**src/rtl/ext_trig_pkg.sv**
```systemverilog
package ext_trig_pkg;
  typedef enum logic [2:0] {
    MODE_RT   = 3'd0,
    MODE_BC   = 3'd1,
    MODE_EBC  = 3'd2,
    MODE_WMON = 3'd3,
    MODE_MMON = 3'd4
  } term_mode_e;
endpackage

```
**src/rtl/trig_sync.sv**
```systemverilog
module trig_sync #(
  parameter int STAGES = 2
) (
  input  logic clk,
  input  logic rst,
  input  logic pin_i,
  output logic level_o,
  output logic rise_o
);
  logic [STAGES-1:0] chain_q;
  logic              prev_q;

  generate
    if (STAGES < 2) begin : g_bad_depth
      initial $error("trig_sync needs at least two stages");
    end
  endgenerate

  // Reset to the idle-high level so a high pin at release is not an edge
  always_ff @(posedge clk) begin
    if (rst) begin
      chain_q <= '1;
      prev_q  <= 1'b1;
    end else begin
      chain_q <= {chain_q[STAGES-2:0], pin_i};
      prev_q  <= chain_q[STAGES-1];
    end
  end

  assign level_o = chain_q[STAGES-1];
  assign rise_o  = level_o & ~prev_q;

  assert_rise_single_R9: assert property (@(posedge clk) disable iff (rst)
    rise_o |=> !rise_o);
endmodule

```
**src/rtl/trig_cfg_reg.sv**
```systemverilog
module trig_cfg_reg #(
  parameter int           W         = 16,
  parameter int           EN_BIT    = 7,
  parameter int           FLAG_BIT  = 8,
  parameter logic [W-1:0] RESET_VAL = 16'h0100
) (
  input  logic         clk,
  input  logic         rst,
  input  logic         wr_en_i,
  input  logic [W-1:0] wr_data_i,
  output logic [W-1:0] rd_data_o,
  output logic         trig_en_o,
  output logic         flag_n_o
);
  logic [W-1:0] reg_q;

  always_ff @(posedge clk) begin
    if (rst)          reg_q <= RESET_VAL;
    else if (wr_en_i) reg_q <= wr_data_i;
  end

  assign rd_data_o = reg_q;
  assign trig_en_o = reg_q[EN_BIT];
  assign flag_n_o  = reg_q[FLAG_BIT];

  assert_hold_R3: assert property (@(posedge clk) disable iff (rst)
    !wr_en_i |=> $stable(rd_data_o));
endmodule

```
**src/rtl/trig_dispatch.sv**
```systemverilog
module trig_dispatch
  import ext_trig_pkg::*;
(
  input  logic       clk,
  input  logic       rst,
  input  logic [2:0] mode_i,
  input  logic       trig_en_i,
  input  logic       flag_n_i,
  input  logic       wait_active_i,
  input  logic       level_i,
  input  logic       rise_i,
  output logic       frame_start_o,
  output logic       wait_go_o,
  output logic       mon_start_o,
  output logic       ss_flag_o
);
  logic is_rt, is_bc, is_ebc, is_wmon;

  always_comb begin
    is_rt   = (mode_i == MODE_RT);
    is_bc   = (mode_i == MODE_BC);
    is_ebc  = (mode_i == MODE_EBC);
    is_wmon = (mode_i == MODE_WMON);
  end

  always_ff @(posedge clk) begin
    if (rst) begin
      frame_start_o <= 1'b0;
      wait_go_o     <= 1'b0;
      mon_start_o   <= 1'b0;
      ss_flag_o     <= 1'b0;
    end else begin
      frame_start_o <= rise_i & trig_en_i & is_bc;
      wait_go_o     <= rise_i & wait_active_i & is_ebc;
      mon_start_o   <= rise_i & trig_en_i & is_wmon;
      ss_flag_o     <= is_rt & (~level_i | ~flag_n_i);
    end
  end

  assert_one_pulse_R9: assert property (@(posedge clk) disable iff (rst)
    $onehot0({frame_start_o, wait_go_o, mon_start_o}));
  assert_flag_rt_only_R2: assert property (@(posedge clk) disable iff (rst)
    ss_flag_o |-> ($past(mode_i) == MODE_RT));
  assert_start_qualified_R4: assert property (@(posedge clk) disable iff (rst)
    frame_start_o |-> ($past(trig_en_i) && $past(mode_i) == MODE_BC));
  assert_go_needs_wait_R6: assert property (@(posedge clk) disable iff (rst)
    wait_go_o |-> $past(wait_active_i));
  assert_mon_qualified_R7: assert property (@(posedge clk) disable iff (rst)
    mon_start_o |-> ($past(trig_en_i) && $past(mode_i) == MODE_WMON));
  assert_quiet_modes_R8: assert property (@(posedge clk) disable iff (rst)
    ($past(mode_i) >= 3'd4) |-> !(frame_start_o || wait_go_o || mon_start_o || ss_flag_o));
endmodule

```
**src/rtl/ext_trig_unit.sv**
```systemverilog
module ext_trig_unit #(
  parameter int               SYNC_STAGES = 2,
  parameter int               CFG_W       = 16,
  parameter int               EN_BIT      = 7,
  parameter int               FLAG_BIT    = 8,
  parameter logic [CFG_W-1:0] CFG_RESET   = 16'h0100
) (
  input  logic             clk,
  input  logic             rst,
  input  logic             trig_pin,
  input  logic [2:0]       mode,
  input  logic             wait_active,
  input  logic             cfg_wr_en,
  input  logic [CFG_W-1:0] cfg_wr_data,
  output logic [CFG_W-1:0] cfg_rd_data,
  output logic             frame_start,
  output logic             wait_go,
  output logic             mon_start,
  output logic             ss_flag
);
  logic pin_level, pin_rise, trig_en, flag_n;

  trig_sync #(.STAGES(SYNC_STAGES)) u_sync (
    .clk(clk), .rst(rst), .pin_i(trig_pin),
    .level_o(pin_level), .rise_o(pin_rise)
  );

  trig_cfg_reg #(
    .W(CFG_W), .EN_BIT(EN_BIT), .FLAG_BIT(FLAG_BIT), .RESET_VAL(CFG_RESET)
  ) u_cfg (
    .clk(clk), .rst(rst), .wr_en_i(cfg_wr_en), .wr_data_i(cfg_wr_data),
    .rd_data_o(cfg_rd_data), .trig_en_o(trig_en), .flag_n_o(flag_n)
  );

  trig_dispatch u_disp (
    .clk(clk), .rst(rst), .mode_i(mode), .trig_en_i(trig_en),
    .flag_n_i(flag_n), .wait_active_i(wait_active),
    .level_i(pin_level), .rise_i(pin_rise),
    .frame_start_o(frame_start), .wait_go_o(wait_go),
    .mon_start_o(mon_start), .ss_flag_o(ss_flag)
  );
endmodule

```
**config.mk**
```make
export PLATFORM = sky130hd
export DESIGN_NAME = ext_trig_unit
export DESIGN_NICKNAME = d
export VERILOG_FILES = /design/src/rtl/ext_trig_pkg.sv /design/src/rtl/trig_sync.sv /design/src/rtl/trig_cfg_reg.sv /design/src/rtl/trig_dispatch.sv /design/src/rtl/ext_trig_unit.sv
export SDC_FILE = /design/constraint.sdc
export NUM_CORES = 1
export LEC_CHECK = 0
export BUFFER_PORTS_ARGS = -buffer_cell sky130_fd_sc_hd__buf_2
export CAP_MARGIN = 40
export CORE_UTILIZATION = 33
export CTS_BUF_LIST = sky130_fd_sc_hd__clkbuf_2 sky130_fd_sc_hd__clkbuf_4 sky130_fd_sc_hd__clkbuf_8
export DETAILED_ROUTE_END_ITERATION = 7
export PLACE_DENSITY_LB_ADDON = 0.05
export SLEW_MARGIN = 20
export SYNTH_ARGS = -nofsm -noshare
export SYNTH_HDL_FRONTEND = slang
export SYNTH_HIERARCHICAL = 1
export SYNTH_SLANG_ARGS = --single-unit
```
**constraint.sdc**
```tcl
create_clock -name clk -period 2.8 [get_ports clk]
set_clock_uncertainty 0.1 [all_clocks]
set_input_delay 0.56 -clock clk [delete_from_list [all_inputs] [get_ports clk]]
set_output_delay 0.56 -clock clk [all_outputs]
set_load 0.01 [all_outputs]
```
Yosys cells after proc, flatten, opt, wreduce, memory -nomap -nowiden
Cells that the tools add are included.
{"block": "totals", "inputBits": 24, "ff_bits": 23, "word_cells": 22, "out_inout_bits": 20}
{"block": "classes", "eq_ne": 3, "reduce_logical": 1, "n_bitwise": 11}
{"cell": "AND 1 bit", "count": 7}
{"cell": "== test 3 x 2 -> 1 bit (second input constant)", "count": 2}
{"cell": "== test 3 x 1 -> 1 bit (second input constant)", "count": 1}
{"cell": "logical NOT 3 bit", "count": 1}
{"cell": "NOT 1 bit", "count": 3}
{"cell": "OR 1 bit", "count": 1}

Longest topological paths before layout
{"block": "depth", "ltp_word": 4, "mapped_depth": 4, "ltp_nobuf": 3}

Cells and area by module
Netlist, hierarchy kept.
{"module": "trig_cfg_reg", "cells_each": 54, "area_per_inst_um2": 596.8, "seq_area_each_um2": 320.3, "instances": 1}
{"module": "trig_dispatch", "cells_each": 12, "area_per_inst_um2": 131.4, "seq_area_each_um2": 80.1, "instances": 1}
{"module": "trig_sync", "cells_each": 7, "area_per_inst_um2": 85.1, "seq_area_each_um2": 60.1, "instances": 1}

Worst setup path after synthesis
Ideal clock, no wire load.
{"block": "synth_timing", "path_kind": "in2reg", "start": "in cfg_wr_en", "end": "reg u_cfg.reg_q[8] (netlist: u_cfg/rd_data_o[8])", "t_required_ns": 2.580, "t_arrival_ns": 1.058, "n_path_buf": 2, "setup_ns": 0.120, "cell_stages": 3, "slack_ns": 1.523, "path_cell_list": "buf_6 buf_12 a211o_1"}
{"item": "start, declared", "line": "ext_trig_unit.sv:13", "rtl": "input logic cfg_wr_en,"}
{"item": "end signal, assigned", "line": "trig_cfg_reg.sv:19", "rtl": "else if (wr_en_i) reg_q <= wr_data_i;"}
{"item": "end, declared", "line": "trig_cfg_reg.sv:15", "rtl": "logic [W-1:0] reg_q;"}
No word-level cell between the ends.

Final worst setup path
{"block": "layout_timing", "start": "reg u_cfg.reg_q[8] (netlist: u_cfg/rd_data_o[8])", "end": "out cfg_rd_data[8]"}
{"item": "end, declared", "line": "ext_trig_unit.sv:15", "rtl": "output logic [CFG_W-1:0] cfg_rd_data,"}
No word-level cell between the ends.

==> results.md <==
* Post-Synthesis Cells at 73
* Cell chain of the critical path: buf_2
* Final Setup Violations at 0
* Die Y-Extent at 51.6 µm
* Post-route insts no fill at 142
* Crit path DAT at 0.80 ns
* Worst-margin pin slew at 0.468 ns
* Worst hold margin at 0.321 ns
* Die ar. at 2670 µm²
* Setup CP Type: flip-flop to output port
* Yosys synthesis warning count at 6
* Fmax at 687 MHz
* Max Root-Sink Buffers at 2
* Clk_lat worst skew at 0.30 ns
* Max-cap violations at 0
* Pwr Density at 552 nW/µm²
* Final period util at 0.520
* First-pass GRT wire length at 2.22 mm
* #FFs+latches synth at 23
* Setup_tns at 0 ns
* IO Pins at 44
* Total design power at 0.573 mW
* Top post-synthesis cells by area: dfxtp_1 57%, mux2i_1 18%, nor2_1 7.4%
* Initial DRC count at 3
* CP required at 2.14 ns
* Worst VDD drop at 479 µV
* Synth unique cells at 18
* Dpl cell area at 1010 µm²
* Clk slew on worst S/H paths at 0.12 ns
* Dpl ws at 1.25 ns
* Layout Nets at 139
* Fraction of layout cells with a size suffix above 1 at 0.421
* CP max stage cell: dfxtp_1
* GR Util All Layers at 0.116
* Clock share of power at 0.267
* Multi-input logic area at 298 µm²
* Post CTS Setup Buffer Count at 0
* CP max stage delay at 0.36 ns
* Storage element area at 460 µm²
* Initial Util at 0.357
* Post-synthesis cell area at 813 µm²
* GR Overflow Total at 0
* IO buf count at 43
* Total CTS buffers at 3
* DRC Markers at 0
* Fillers at 230
* Synth top area share at 0.566
* Util after Layout at 0.456
* Worst Path Buf+Inv at 1
* Placed wire-length estimate at 1.03 mm
* Antenna violations before repair at 0
* Gpl congestion at 0.671
* Clk root buf: clkbuf_4
* Biggest area consumer among synthesized cells: dfxtp_1
* Sequential area share after synthesis at 0.566
* Static Leak at 0.534 nW
* CP Capture Type: output port
* Post_cts resized at 0
* CTS H-Tree Depth at 1
* Final worst slack at 1.34 ns
* Sequential power share at 0.609
* Sw Share at 0.226
* Via density at 4.32
* Largest net degree at the start of global routing at 23
* Run status: complete, no violations
* Max-slew violation count at 0
* Worst slew margin at 0.688
* Top cell family by delay on the critical path: flip-flops
* Die Span X at 51.6 µm
* Post-layout min period at 1.46 ns
* Hold Vio Cnt, Final at 0
* CP Max Fanout at 3
* Ant diodes at 0
* Worst setup SP type: flip-flop
* Clock Sinks at 23
* Synth Area per Inst at 11.1 µm²
* Sw power at 0.129 mW
* Placed Instances at 138
* WL final at 1.39 mm
* Router iterations before antenna repair at 3
* Final ANT Viol Nets at 0
* Syn Nets at 97
* CTS tree: built
* Vias at 614
* Area Growth Syn to Fin at 27.7%
* Hold Buf Count CTS at 0
* Final Instance Area at 1040 µm²
* Internal at 0.444 mW
* Average routed wire per standard cell at 9.79 µm
* Core region area at 2280 µm²
* Number of global-route vias before repair at 533
* RSZ-0062 raised after global routing: false
* Site Rows at 17
* Hold Crit Class: flip-flop to flip-flop
* Logic gate share of total power at 0.123
-- area by class of cell --
class / instances / area share
timing repair buffer: 43 / 0.207
multi-input combinational: 44 / 0.287
clock buffer: 4 / 0.0289
tap: 28 / 0.0337
sequential: 23 / 0.443
-- cells in the mapped netlist (all sizes together) --
master / count
or3b: 1
nand3: 1
nor3: 1
nand2: 1
a211o: 1
nor2b: 2
mux2i: 15
a21oi: 1
nor2: 16
nor4: 1
clkbuf: 1
nor4b: 1
buf: 5
or2: 3
dfxtp: 23
-- metal layers --
metal / GRT usage / vias up / wire (µm)
met4: 0.0270 / 0 / 14
met5: 0 / - / 0
li1: - / 322 / -
met2: 0.184 / 25 / 645
met3: 0.0643 / 2 / 104
met1: 0.135 / 265 / 626
-- cell usage in the layout, fill, tap and decap left out --
| master | n |
|---|---|
| mux2i_1 | 15 |
| or3b_1 | 1 |
| nor4_1 | 1 |
| nor3_2 | 1 |
| nand3_1 | 1 |
| clkbuf_4 | 4 |
| nor4b_1 | 1 |
| dfxtp_1 | 23 |
| a21oi_1 | 1 |
| a211o_1 | 1 |
| nand2_1 | 1 |
| nor2b_1 | 2 |
| nor2_1 | 16 |
| or2_1 | 3 |
| buf_2 | 43 |
-- registers in the layout, indices dropped and copies added, names as in the netlist --
name	flops
u_disp/wait_go_o	1
u_sync/chain_q	2
u_cfg/rd_data_o	16
u_disp/frame_start_o	1
u_sync/prev_q	1
u_disp/mon_start_o	1
u_disp/ss_flag_o	1
-- worst paths after layout --
kind,start,endpoint,slack (ns),depth (start not counted)
max,u_cfg/rd_data_o[8]$_SDFFE_PP1P_,cfg_rd_data[8],1.34,1
min,u_sync/chain_q[0]$_SDFF_PP1_,u_sync/chain_q[1]$_SDFF_PP1_,0.32,1
max reg2reg,u_sync/chain_q[1]$_SDFF_PP1_,u_disp/frame_start_o$_SDFF_PP0_,1.80,3
min reg2reg,u_sync/chain_q[0]$_SDFF_PP1_,u_sync/chain_q[1]$_SDFF_PP1_,0.32,1
-- power groups by stage --
stage / logic (mW) / registers (mW) / clock network, mW
after floorplan: 0.0380 / 0.363 / 0
final: 0.0707 / 0.349 / 0.153
after CTS: 0.0720 / 0.350 / 0.165
after detailed placement: 0.0718 / 0.357 / 0
after global placement: 0.0706 / 0.357 / 0
after global routing: 0.0783 / 0.352 / 0.182
-- cell families after synthesis --
group,synth area share
AOI/OAI and AO/OA,0.0169
DFF,0.566
muxes,0.185
and+or+nand+nor,0.165
buffers and inverters,0.0677
Note: power is estimated with default switching activity, not from simulation.
